===== src/rtl/mic_pkg.sv =====
package mic_pkg;
  localparam int ADDR_W = 12;
  localparam int ACK_W  = 10;

  localparam logic [ADDR_W-1:0] OFF_INFO      = 12'h000;
  localparam logic [ADDR_W-1:0] OFF_EN_SET    = 12'h030;
  localparam logic [ADDR_W-1:0] OFF_EN_CLR    = 12'h034;
  localparam logic [ADDR_W-1:0] OFF_ACK       = 12'h044;
  localparam logic [ADDR_W-1:0] OFF_MASK_SET  = 12'h048;
  localparam logic [ADDR_W-1:0] OFF_MASK_CLR  = 12'h04C;
  localparam logic [ADDR_W-1:0] OFF_ROUTE_LO  = 12'h100;

  localparam logic [ACK_W-1:0]  ACK_NONE      = 10'd1023;
endpackage


===== src/rtl/mic_src_regs.sv =====
module mic_src_regs #(
  parameter int NUM_SRC  = 32,
  parameter int NUM_CPUS = 4,
  localparam int SRC_W   = $clog2(NUM_SRC)
) (
  input  logic                              clk,
  input  logic                              rst_n,
  input  logic                              en_set,
  input  logic                              en_clr,
  input  logic [SRC_W-1:0]                  en_idx,
  input  logic                              route_we,
  input  logic [SRC_W-1:0]                  route_idx,
  input  logic [NUM_CPUS-1:0]               route_val,
  output logic [NUM_SRC-1:0]                en_q,
  output logic [NUM_SRC-1:0][NUM_CPUS-1:0]  route_q
);
  logic [NUM_SRC-1:0]               en_d;
  logic [NUM_SRC-1:0][NUM_CPUS-1:0] route_d;

  always_comb begin
    en_d    = en_q;
    route_d = route_q;
    if (en_set) en_d[en_idx] = 1'b1;
    if (en_clr) en_d[en_idx] = 1'b0;
    if (route_we) route_d[route_idx] = route_val;
  end

  always_ff @(posedge clk or negedge rst_n) begin
    if (!rst_n) begin
      en_q    <= '0;
      route_q <= '0;
    end else begin
      if (en_set || en_clr) en_q <= en_d;
      if (route_we)         route_q <= route_d;
    end
  end

  assert_en_set_R2: assert property (@(posedge clk) disable iff (!rst_n)
    en_set |=> en_q[$past(en_idx)]);
  assert_en_clr_R2: assert property (@(posedge clk) disable iff (!rst_n)
    en_clr |=> !en_q[$past(en_idx)]);
endmodule


===== src/rtl/mic_cpu_mask.sv =====
module mic_cpu_mask #(
  parameter int NUM_SRC  = 32,
  parameter int NUM_CPUS = 4,
  localparam int SRC_W   = $clog2(NUM_SRC),
  localparam int CPU_W   = (NUM_CPUS > 1) ? $clog2(NUM_CPUS) : 1
) (
  input  logic                              clk,
  input  logic                              rst_n,
  input  logic                              msk_set,
  input  logic                              msk_clr,
  input  logic [CPU_W-1:0]                  msk_cpu,
  input  logic [SRC_W-1:0]                  msk_idx,
  output logic [NUM_CPUS-1:0][NUM_SRC-1:0]  mask_q
);
  logic [NUM_CPUS-1:0][NUM_SRC-1:0] mask_d;

  always_comb begin
    mask_d = mask_q;
    if (msk_set) mask_d[msk_cpu][msk_idx] = 1'b1;
    if (msk_clr) mask_d[msk_cpu][msk_idx] = 1'b0;
  end

  always_ff @(posedge clk or negedge rst_n) begin
    if (!rst_n)                mask_q <= '1;
    else if (msk_set || msk_clr) mask_q <= mask_d;
  end

  assert_mask_set_R3: assert property (@(posedge clk) disable iff (!rst_n)
    msk_set |=> mask_q[$past(msk_cpu)][$past(msk_idx)]);
  assert_mask_clr_R3: assert property (@(posedge clk) disable iff (!rst_n)
    msk_clr |=> !mask_q[$past(msk_cpu)][$past(msk_idx)]);
endmodule


===== src/rtl/mic_pick.sv =====
module mic_pick #(
  parameter int NUM_SRC = 32,
  localparam int SRC_W  = $clog2(NUM_SRC)
) (
  input  logic [NUM_SRC-1:0] elig,
  output logic               found,
  output logic [SRC_W-1:0]   idx
);
  always_comb begin
    found = 1'b0;
    idx   = '0;
    for (int n = NUM_SRC - 1; n >= 0; n--) begin
      if (elig[n]) begin
        found = 1'b1;
        idx   = SRC_W'(n);
      end
    end
  end
endmodule


===== src/rtl/mic_top.sv =====
module mic_top
  import mic_pkg::*;
#(
  parameter int NUM_SRC   = 32,
  parameter int NUM_CPUS  = 4,
  parameter int TIMER_SRC = 5,
  localparam int SRC_W    = $clog2(NUM_SRC),
  localparam int CPU_W    = (NUM_CPUS > 1) ? $clog2(NUM_CPUS) : 1
) (
  input  logic                 clk,
  input  logic                 rst_n,
  input  logic [NUM_SRC-1:0]   src_level,
  input  logic [NUM_CPUS-1:0]  timer_irq,
  input  logic [CPU_W-1:0]     bus_cpu,
  input  logic                 bus_private,
  input  logic [ADDR_W-1:0]    bus_addr,
  input  logic                 bus_wr,
  input  logic [31:0]          bus_wdata,
  input  logic                 bus_rd,
  output logic [31:0]          bus_rdata,
  output logic                 bus_rvalid,
  output logic [NUM_CPUS-1:0]  irq_out
);
  logic [ACK_W-1:0]  wr_idx_raw;
  logic              idx_ok;
  logic [SRC_W-1:0]  wr_idx;
  logic [ADDR_W-1:0] route_off;
  logic [ACK_W-1:0]  route_n;
  logic              route_hit;
  logic              en_set, en_clr, msk_set, msk_clr, route_we;

  assign wr_idx_raw = bus_wdata[ACK_W-1:0];
  assign idx_ok     = wr_idx_raw < ACK_W'(NUM_SRC);
  assign wr_idx     = wr_idx_raw[SRC_W-1:0];
  assign route_off  = bus_addr - OFF_ROUTE_LO;
  assign route_n    = route_off[ADDR_W-1:2];
  assign route_hit  = !bus_private && (bus_addr >= OFF_ROUTE_LO) &&
                      (bus_addr[1:0] == 2'b00) && (route_n < ACK_W'(NUM_SRC));

  assign en_set   = bus_wr && !bus_private && bus_addr == OFF_EN_SET && idx_ok;
  assign en_clr   = bus_wr && !bus_private && bus_addr == OFF_EN_CLR && idx_ok;
  assign msk_set  = bus_wr && bus_private && bus_addr == OFF_MASK_SET && idx_ok;
  assign msk_clr  = bus_wr && bus_private && bus_addr == OFF_MASK_CLR && idx_ok;
  assign route_we = bus_wr && route_hit;

  logic [NUM_SRC-1:0]                en_q;
  logic [NUM_SRC-1:0][NUM_CPUS-1:0]  route_q;
  logic [NUM_CPUS-1:0][NUM_SRC-1:0]  mask_q;

  mic_src_regs #(.NUM_SRC(NUM_SRC), .NUM_CPUS(NUM_CPUS)) u_src (
    .clk(clk), .rst_n(rst_n),
    .en_set(en_set), .en_clr(en_clr), .en_idx(wr_idx),
    .route_we(route_we), .route_idx(route_n[SRC_W-1:0]),
    .route_val(bus_wdata[NUM_CPUS-1:0]),
    .en_q(en_q), .route_q(route_q)
  );

  mic_cpu_mask #(.NUM_SRC(NUM_SRC), .NUM_CPUS(NUM_CPUS)) u_mask (
    .clk(clk), .rst_n(rst_n),
    .msk_set(msk_set), .msk_clr(msk_clr), .msk_cpu(bus_cpu), .msk_idx(wr_idx),
    .mask_q(mask_q)
  );

  logic [NUM_CPUS-1:0][NUM_SRC-1:0] elig;
  logic [NUM_CPUS-1:0]              pick_found;
  logic [NUM_CPUS-1:0][SRC_W-1:0]   pick_idx;

  for (genvar c = 0; c < NUM_CPUS; c++) begin : g_cpu
    for (genvar n = 0; n < NUM_SRC; n++) begin : g_src
      if (n == TIMER_SRC) begin : g_timer
        assign elig[c][n] = timer_irq[c] && !mask_q[c][n];
      end else begin : g_shared
        assign elig[c][n] = src_level[n] && en_q[n] && route_q[n][c] && !mask_q[c][n];
      end
    end
    mic_pick #(.NUM_SRC(NUM_SRC)) u_pick (
      .elig(elig[c]), .found(pick_found[c]), .idx(pick_idx[c])
    );

    assert_pick_valid_R6: assert property (@(posedge clk) disable iff (!rst_n)
      pick_found[c] |-> elig[c][pick_idx[c]]);
    assert_quiet_when_masked_R3: assert property (@(posedge clk) disable iff (!rst_n)
      (&mask_q[c]) |=> !irq_out[c]);
  end

  logic [NUM_CPUS-1:0] irq_d;
  always_comb begin
    for (int c = 0; c < NUM_CPUS; c++) irq_d[c] = pick_found[c];
  end

  logic [31:0] rdata_d;
  always_comb begin
    rdata_d = '0;
    if (bus_private) begin
      if (bus_addr == OFF_ACK)
        rdata_d[ACK_W-1:0] = pick_found[bus_cpu] ? ACK_W'(pick_idx[bus_cpu]) : ACK_NONE;
    end else if (bus_addr == OFF_INFO) begin
      rdata_d[11:2] = ACK_W'(NUM_SRC);
    end else if (route_hit) begin
      rdata_d[NUM_CPUS-1:0] = route_q[route_n[SRC_W-1:0]];
    end
  end

  always_ff @(posedge clk or negedge rst_n) begin
    if (!rst_n) begin
      irq_out    <= '0;
      bus_rvalid <= 1'b0;
      bus_rdata  <= '0;
    end else begin
      irq_out    <= irq_d;
      bus_rvalid <= bus_rd;
      if (bus_rd) bus_rdata <= rdata_d;
    end
  end

  logic unused_inputs;
  assign unused_inputs = ^{src_level[TIMER_SRC], bus_wdata[31:ACK_W], route_off[1:0]};

  assert_ack_empty_R6: assert property (@(posedge clk) disable iff (!rst_n)
    (bus_rd && bus_private && bus_addr == OFF_ACK && !pick_found[bus_cpu])
      |=> bus_rdata[ACK_W-1:0] == ACK_NONE);
  assert_bad_index_R9: assert property (@(posedge clk) disable iff (!rst_n)
    (bus_wr && !idx_ok && !route_hit) |=> ($stable(en_q) && $stable(mask_q)));
endmodule


===== config.mk =====
export PLATFORM = sky130hd
export DESIGN_NAME = mic_top
export DESIGN_NICKNAME = d
export VERILOG_FILES = /design/src/rtl/mic_pkg.sv /design/src/rtl/mic_src_regs.sv /design/src/rtl/mic_cpu_mask.sv /design/src/rtl/mic_pick.sv /design/src/rtl/mic_top.sv
export SDC_FILE = /design/constraint.sdc
export NUM_CORES = 1
export LEC_CHECK = 0
export BUFFER_PORTS_ARGS = -buffer_cell sky130_fd_sc_hd__clkbuf_2
export CAP_MARGIN = 20
export CELL_PAD_IN_SITES_DETAIL_PLACEMENT = 2
export CELL_PAD_IN_SITES_GLOBAL_PLACEMENT = 2
export CORE_AREA = 5 5 224 226
export CTS_BUF_LIST = sky130_fd_sc_hd__clkbuf_8
export DETAILED_ROUTE_END_ITERATION = 12
export DIE_AREA = 0 0 229 231
export PLACE_DENSITY_LB_ADDON = 0.05
export SLEW_MARGIN = 15
export SYNTH_ARGS = -nofsm -noshare
export SYNTH_HDL_FRONTEND = slang
export SYNTH_SLANG_ARGS = --single-unit

===== constraint.sdc =====
create_clock -name clk -period 7.9 [get_ports clk]
set_clock_uncertainty 0.1 [all_clocks]
set_input_delay 0.395 -clock clk [delete_from_list [all_inputs] [get_ports clk]]
set_output_delay 0.395 -clock clk [all_outputs]
set_load 0.03 [all_outputs]

==> metrics.txt <==
Critical Setup Path Class=register to register; pin count of the biggest net entering global routing=107; area of the core=48140 um^2; TritonCTS sink count=299; number of I/O pins=124; classification of the worst-slack hold path=input port to register; post-detailed-placement half-perimeter wirelength=50670 um; post-detailed-route DRC marker count=0; initial antenna violation count=5; violation count after the first detailed-routing iteration=845; signal arrival time at the worst endpoint=4.66 ns; endpoint of the worst hold path=bus_rdata[7]$_DFFE_PN0P_; number of buffers inserted by port buffering=78; drt via density=5.943; first-pass GRT wire length=103300 um; level count of the clock H-tree=2; area growth from synthesis to final layout=14.81%; endpoint of the most critical register-to-register path=bus_rdata[7]$_DFFE_PN0P_; router iterations before antenna repair=5; total of endpoints with negative setup slack in the final report=0; count of mapped cells out of synthesis=1461; Hold Vio Cnt, Final=0; dominant register cell in the synthesized netlist=sky130_fd_sc_hd__dfrtp_1; synthesized area per cell=10.70 um^2; outcome=completed; sum of overflow across all layers after global routing=0; hold wc startpoint=bus_addr[8]; post-route antenna net violation count=0; Worst-Skew Late Latency=0.66 ns; CP Launch Type=register; clock tree from TritonCTS=built; Final Cycle Share=52.93%; Yosys warning total=0; areal power density over the cells=187.0 nW/um^2; Fmax achieved=239.2 MHz; Worst-Margin Slew=1.198 ns; RSZ-0062 raised after global routing=no; post-synth design cell area=15630 um^2; overall global routing resource usage=26.60%; ys async rst share=100.0%; Die ar.=52900 um^2; post-cts repair resize count=0; post-route design area=17950 um^2; Worst slew margin=20.14%; vias post-DR=13210; biggest cell delay along the critical path=0.91 ns; start of the worst register-to-register path=u_mask.mask_q[120]$_DFFE_PN1P_; WHS Path Cells=4; clock-pin slew on the worst setup and hold paths=0.06 ns; die span in y=231 um; number of buffers on the longest clock path=3; wirelength, routed=71800 um; number of cell instances on the worst register-to-register path=8; proportion of layout cells with a drive suffix above 1=31.56%; Critical Path, Cell by Cell=and4b_1 > nor4bb_1 > nand4_1 > or4_1 > mux4_2 > nor2_1 > a21oi_1 > a21oi_1; number of synthesized flops with an enable pin=0; placer's final routability congestion estimate=0.8955; maximum net fanout on the critical path=6; Max Cap Violations=0; per-cell routed wire length=32.31 um; CP required=8.38 ns; root buffer cell=sky130_fd_sc_hd__clkbuf_8; number of global-route vias before repair=14240; R2R Setup Slk=3.72 ns; fin nets=1639; effective utilization at floorplan=32.48%; post-route minimum period=4.181 ns; Worst path slowest cell=sky130_fd_sc_hd__nor4bb_1; endpoint kind of the worst setup timing path=register; setup TNS after final layout=0 ns; sequential element share of the synthesized area=48.88%; cts bufs inserted=57; post-synth cell types=58; cell occurring most often along the worst timing path=sky130_fd_sc_hd__a21oi_1; count of standard-cell rows=81; ant diodes=0; static leakage=7.846 nW; instance area after placement=16710 um^2; peak supply drop=0.0001079 V; register bit total from synthesis=299; Chip Width=229 um; Final Max Tran Viols=0
[cells by family after synthesis]
logic type	Yosys count	synth area share, %
compound gates	442	15.41
simple gates	442	18.10
flops	299	48.88
mux	166	14.30
buf+inv	111	3.281
other cells	1	0.02399
[worst max path at each step]
| stage | start | to | cells after the start |
|---|---|---|---|
| 2_1_floorplan | u_mask.mask_q[14]$_DFFE_PN1P_ | bus_rdata[7]$_DFFE_PN0P_ | 8 |
| 3_3_place_gp | bus_wdata[7] | u_mask.mask_q[7]$_DFFE_PN1P_ | 9 |
| 3_5_place_dp | bus_wdata[7] | u_mask.mask_q[15]$_DFFE_PN1P_ | 9 |
| 4_1_cts | u_mask.mask_q[119]$_DFFE_PN1P_ | bus_rdata[7]$_DFFE_PN0P_ | 8 |
| 5_1_grt | u_mask.mask_q[122]$_DFFE_PN1P_ | bus_rdata[7]$_DFFE_PN0P_ | 8 |
| 6_report | u_mask.mask_q[120]$_DFFE_PN1P_ | bus_rdata[7]$_DFFE_PN0P_ | 8 |
[stage by stage]
step | util, % | worst slack, ns | total power [mW] | hold WS [ns] | cells
global route | 37.29 | 3.687 | 3.487 | 0.1210 | 2222
detailed placement | 34.71 | 3.484 | 1.761 | 0.3958 | 2112
floorplan | - | 4.760 | 1.655 | -0.0005911 | 1482
finish | 37.29 | 3.719 | 3.357 | 0.1124 | 2222
global placement | 34.71 | 3.514 | 1.759 | 0.3873 | 2112
CTS | 37.29 | 3.827 | 3.408 | 0.05978 | 2222
[worst max-delay path: cells and delay by family, from the launching register on]
family | cells | cell delay, ns
muxes | 1 | 0.61
DFF | 1 | 0.54
and+or+nand+nor | 5 | 2.60
AOI/OAI and AO/OA | 2 | 0.26
[area by class of cell]
type,count,area (um^2)
inverter,16,60.06
clock inverter,31,162.7
multi-input combinational,1072,7642
timing repair buffer,106,618.1
clock buffer,76,1046
fill,5157,30190
sequential,299,7642
tap,622,778.2
[placed cells by master, fill, tap and decap left out, drive strengths merged, types with 13 or more instances in the layout]
cell    instances
a21oi         342
dfrtp         171
clkbuf        153
mux2          129
dfstp         128
nor2           95
nand4b         70
and4b          63
nand2          55
inv            36
mux4           33
buf            26
o21ai          24
nor3           23
conb           22
nand2b         21
nand3          20
nand4          18
nor4           17
nor2b          13
[power breakdown]
part           switching [mW]  internal [mW]
Sequential            0.00288           1.54
Combinational           0.155         0.0398
Clock                   0.729          0.891
Total                   0.888           2.47
[routing by layer]
metal | up-vias | wire length (um) | track usage (%) | share of wire, %
li1 | 5744 | - | - | -
met3 | 103 | 2776 | 3.948 | 3.9
met2 | 302 | 34430 | 44.88 | 48
met5 | - | 13 | 0 | 0.018
met4 | 2 | 2104 | 7.029 | 2.9
met1 | 7054 | 32470 | 36.07 | 45
[synthesized netlist by cell type, types with 3 or more instances]
cell,count,area (um^2)
sky130_fd_sc_hd__nand3b_1,6,45.04
sky130_fd_sc_hd__nor3_1,23,115.1
sky130_fd_sc_hd__mux2_2,129,1453
sky130_fd_sc_hd__dfrtp_1,171,4279
sky130_fd_sc_hd__inv_1,16,60.06
sky130_fd_sc_hd__or3b_2,3,26.28
sky130_fd_sc_hd__o31ai_1,6,45.04
sky130_fd_sc_hd__nor4b_1,5,43.79
sky130_fd_sc_hd__a21boi_0,4,30.03
sky130_fd_sc_hd__and4b_1,62,620.6
sky130_fd_sc_hd__nor4_1,17,106.4
sky130_fd_sc_hd__buf_1,6,22.52
sky130_fd_sc_hd__mux4_2,33,743.2
sky130_fd_sc_hd__o211ai_1,9,67.56
sky130_fd_sc_hd__nand4_1,18,112.6
sky130_fd_sc_hd__or4_1,8,60.06
sky130_fd_sc_hd__mux2i_1,4,40.04
sky130_fd_sc_hd__a41oi_1,5,43.79
sky130_fd_sc_hd__a21oi_1,342,1712
sky130_fd_sc_hd__clkbuf_1,62,232.7
sky130_fd_sc_hd__nand3_1,20,100.1
sky130_fd_sc_hd__a211oi_1,10,75.07
sky130_fd_sc_hd__nand2b_1,21,131.4
sky130_fd_sc_hd__o21bai_1,5,37.54
sky130_fd_sc_hd__and4_1,3,26.28
sky130_fd_sc_hd__o21ai_0,21,105.1
sky130_fd_sc_hd__a22oi_1,3,22.52
sky130_fd_sc_hd__o21ai_1,3,15.01
sky130_fd_sc_hd__or2_2,4,25.02
sky130_fd_sc_hd__nor4bb_1,4,40.04
sky130_fd_sc_hd__o22ai_1,8,50.05
sky130_fd_sc_hd__a31oi_1,10,62.56
sky130_fd_sc_hd__nand4b_1,70,613.1
sky130_fd_sc_hd__and2_1,4,25.02
sky130_fd_sc_hd__nand2_1,55,206.5
sky130_fd_sc_hd__dfstp_2,128,3363
sky130_fd_sc_hd__or3_1,4,25.02
sky130_fd_sc_hd__buf_4,25,187.7
sky130_fd_sc_hd__nor2_1,95,356.6
sky130_fd_sc_hd__nor2b_1,13,81.33
[repair_timing]
action | CTS | global route
setup buffers | 0 | 0
hold buffers | 3 | 0
endpoints found under the hold margin | 61 | 0
(Power assumes the default switching activity.)
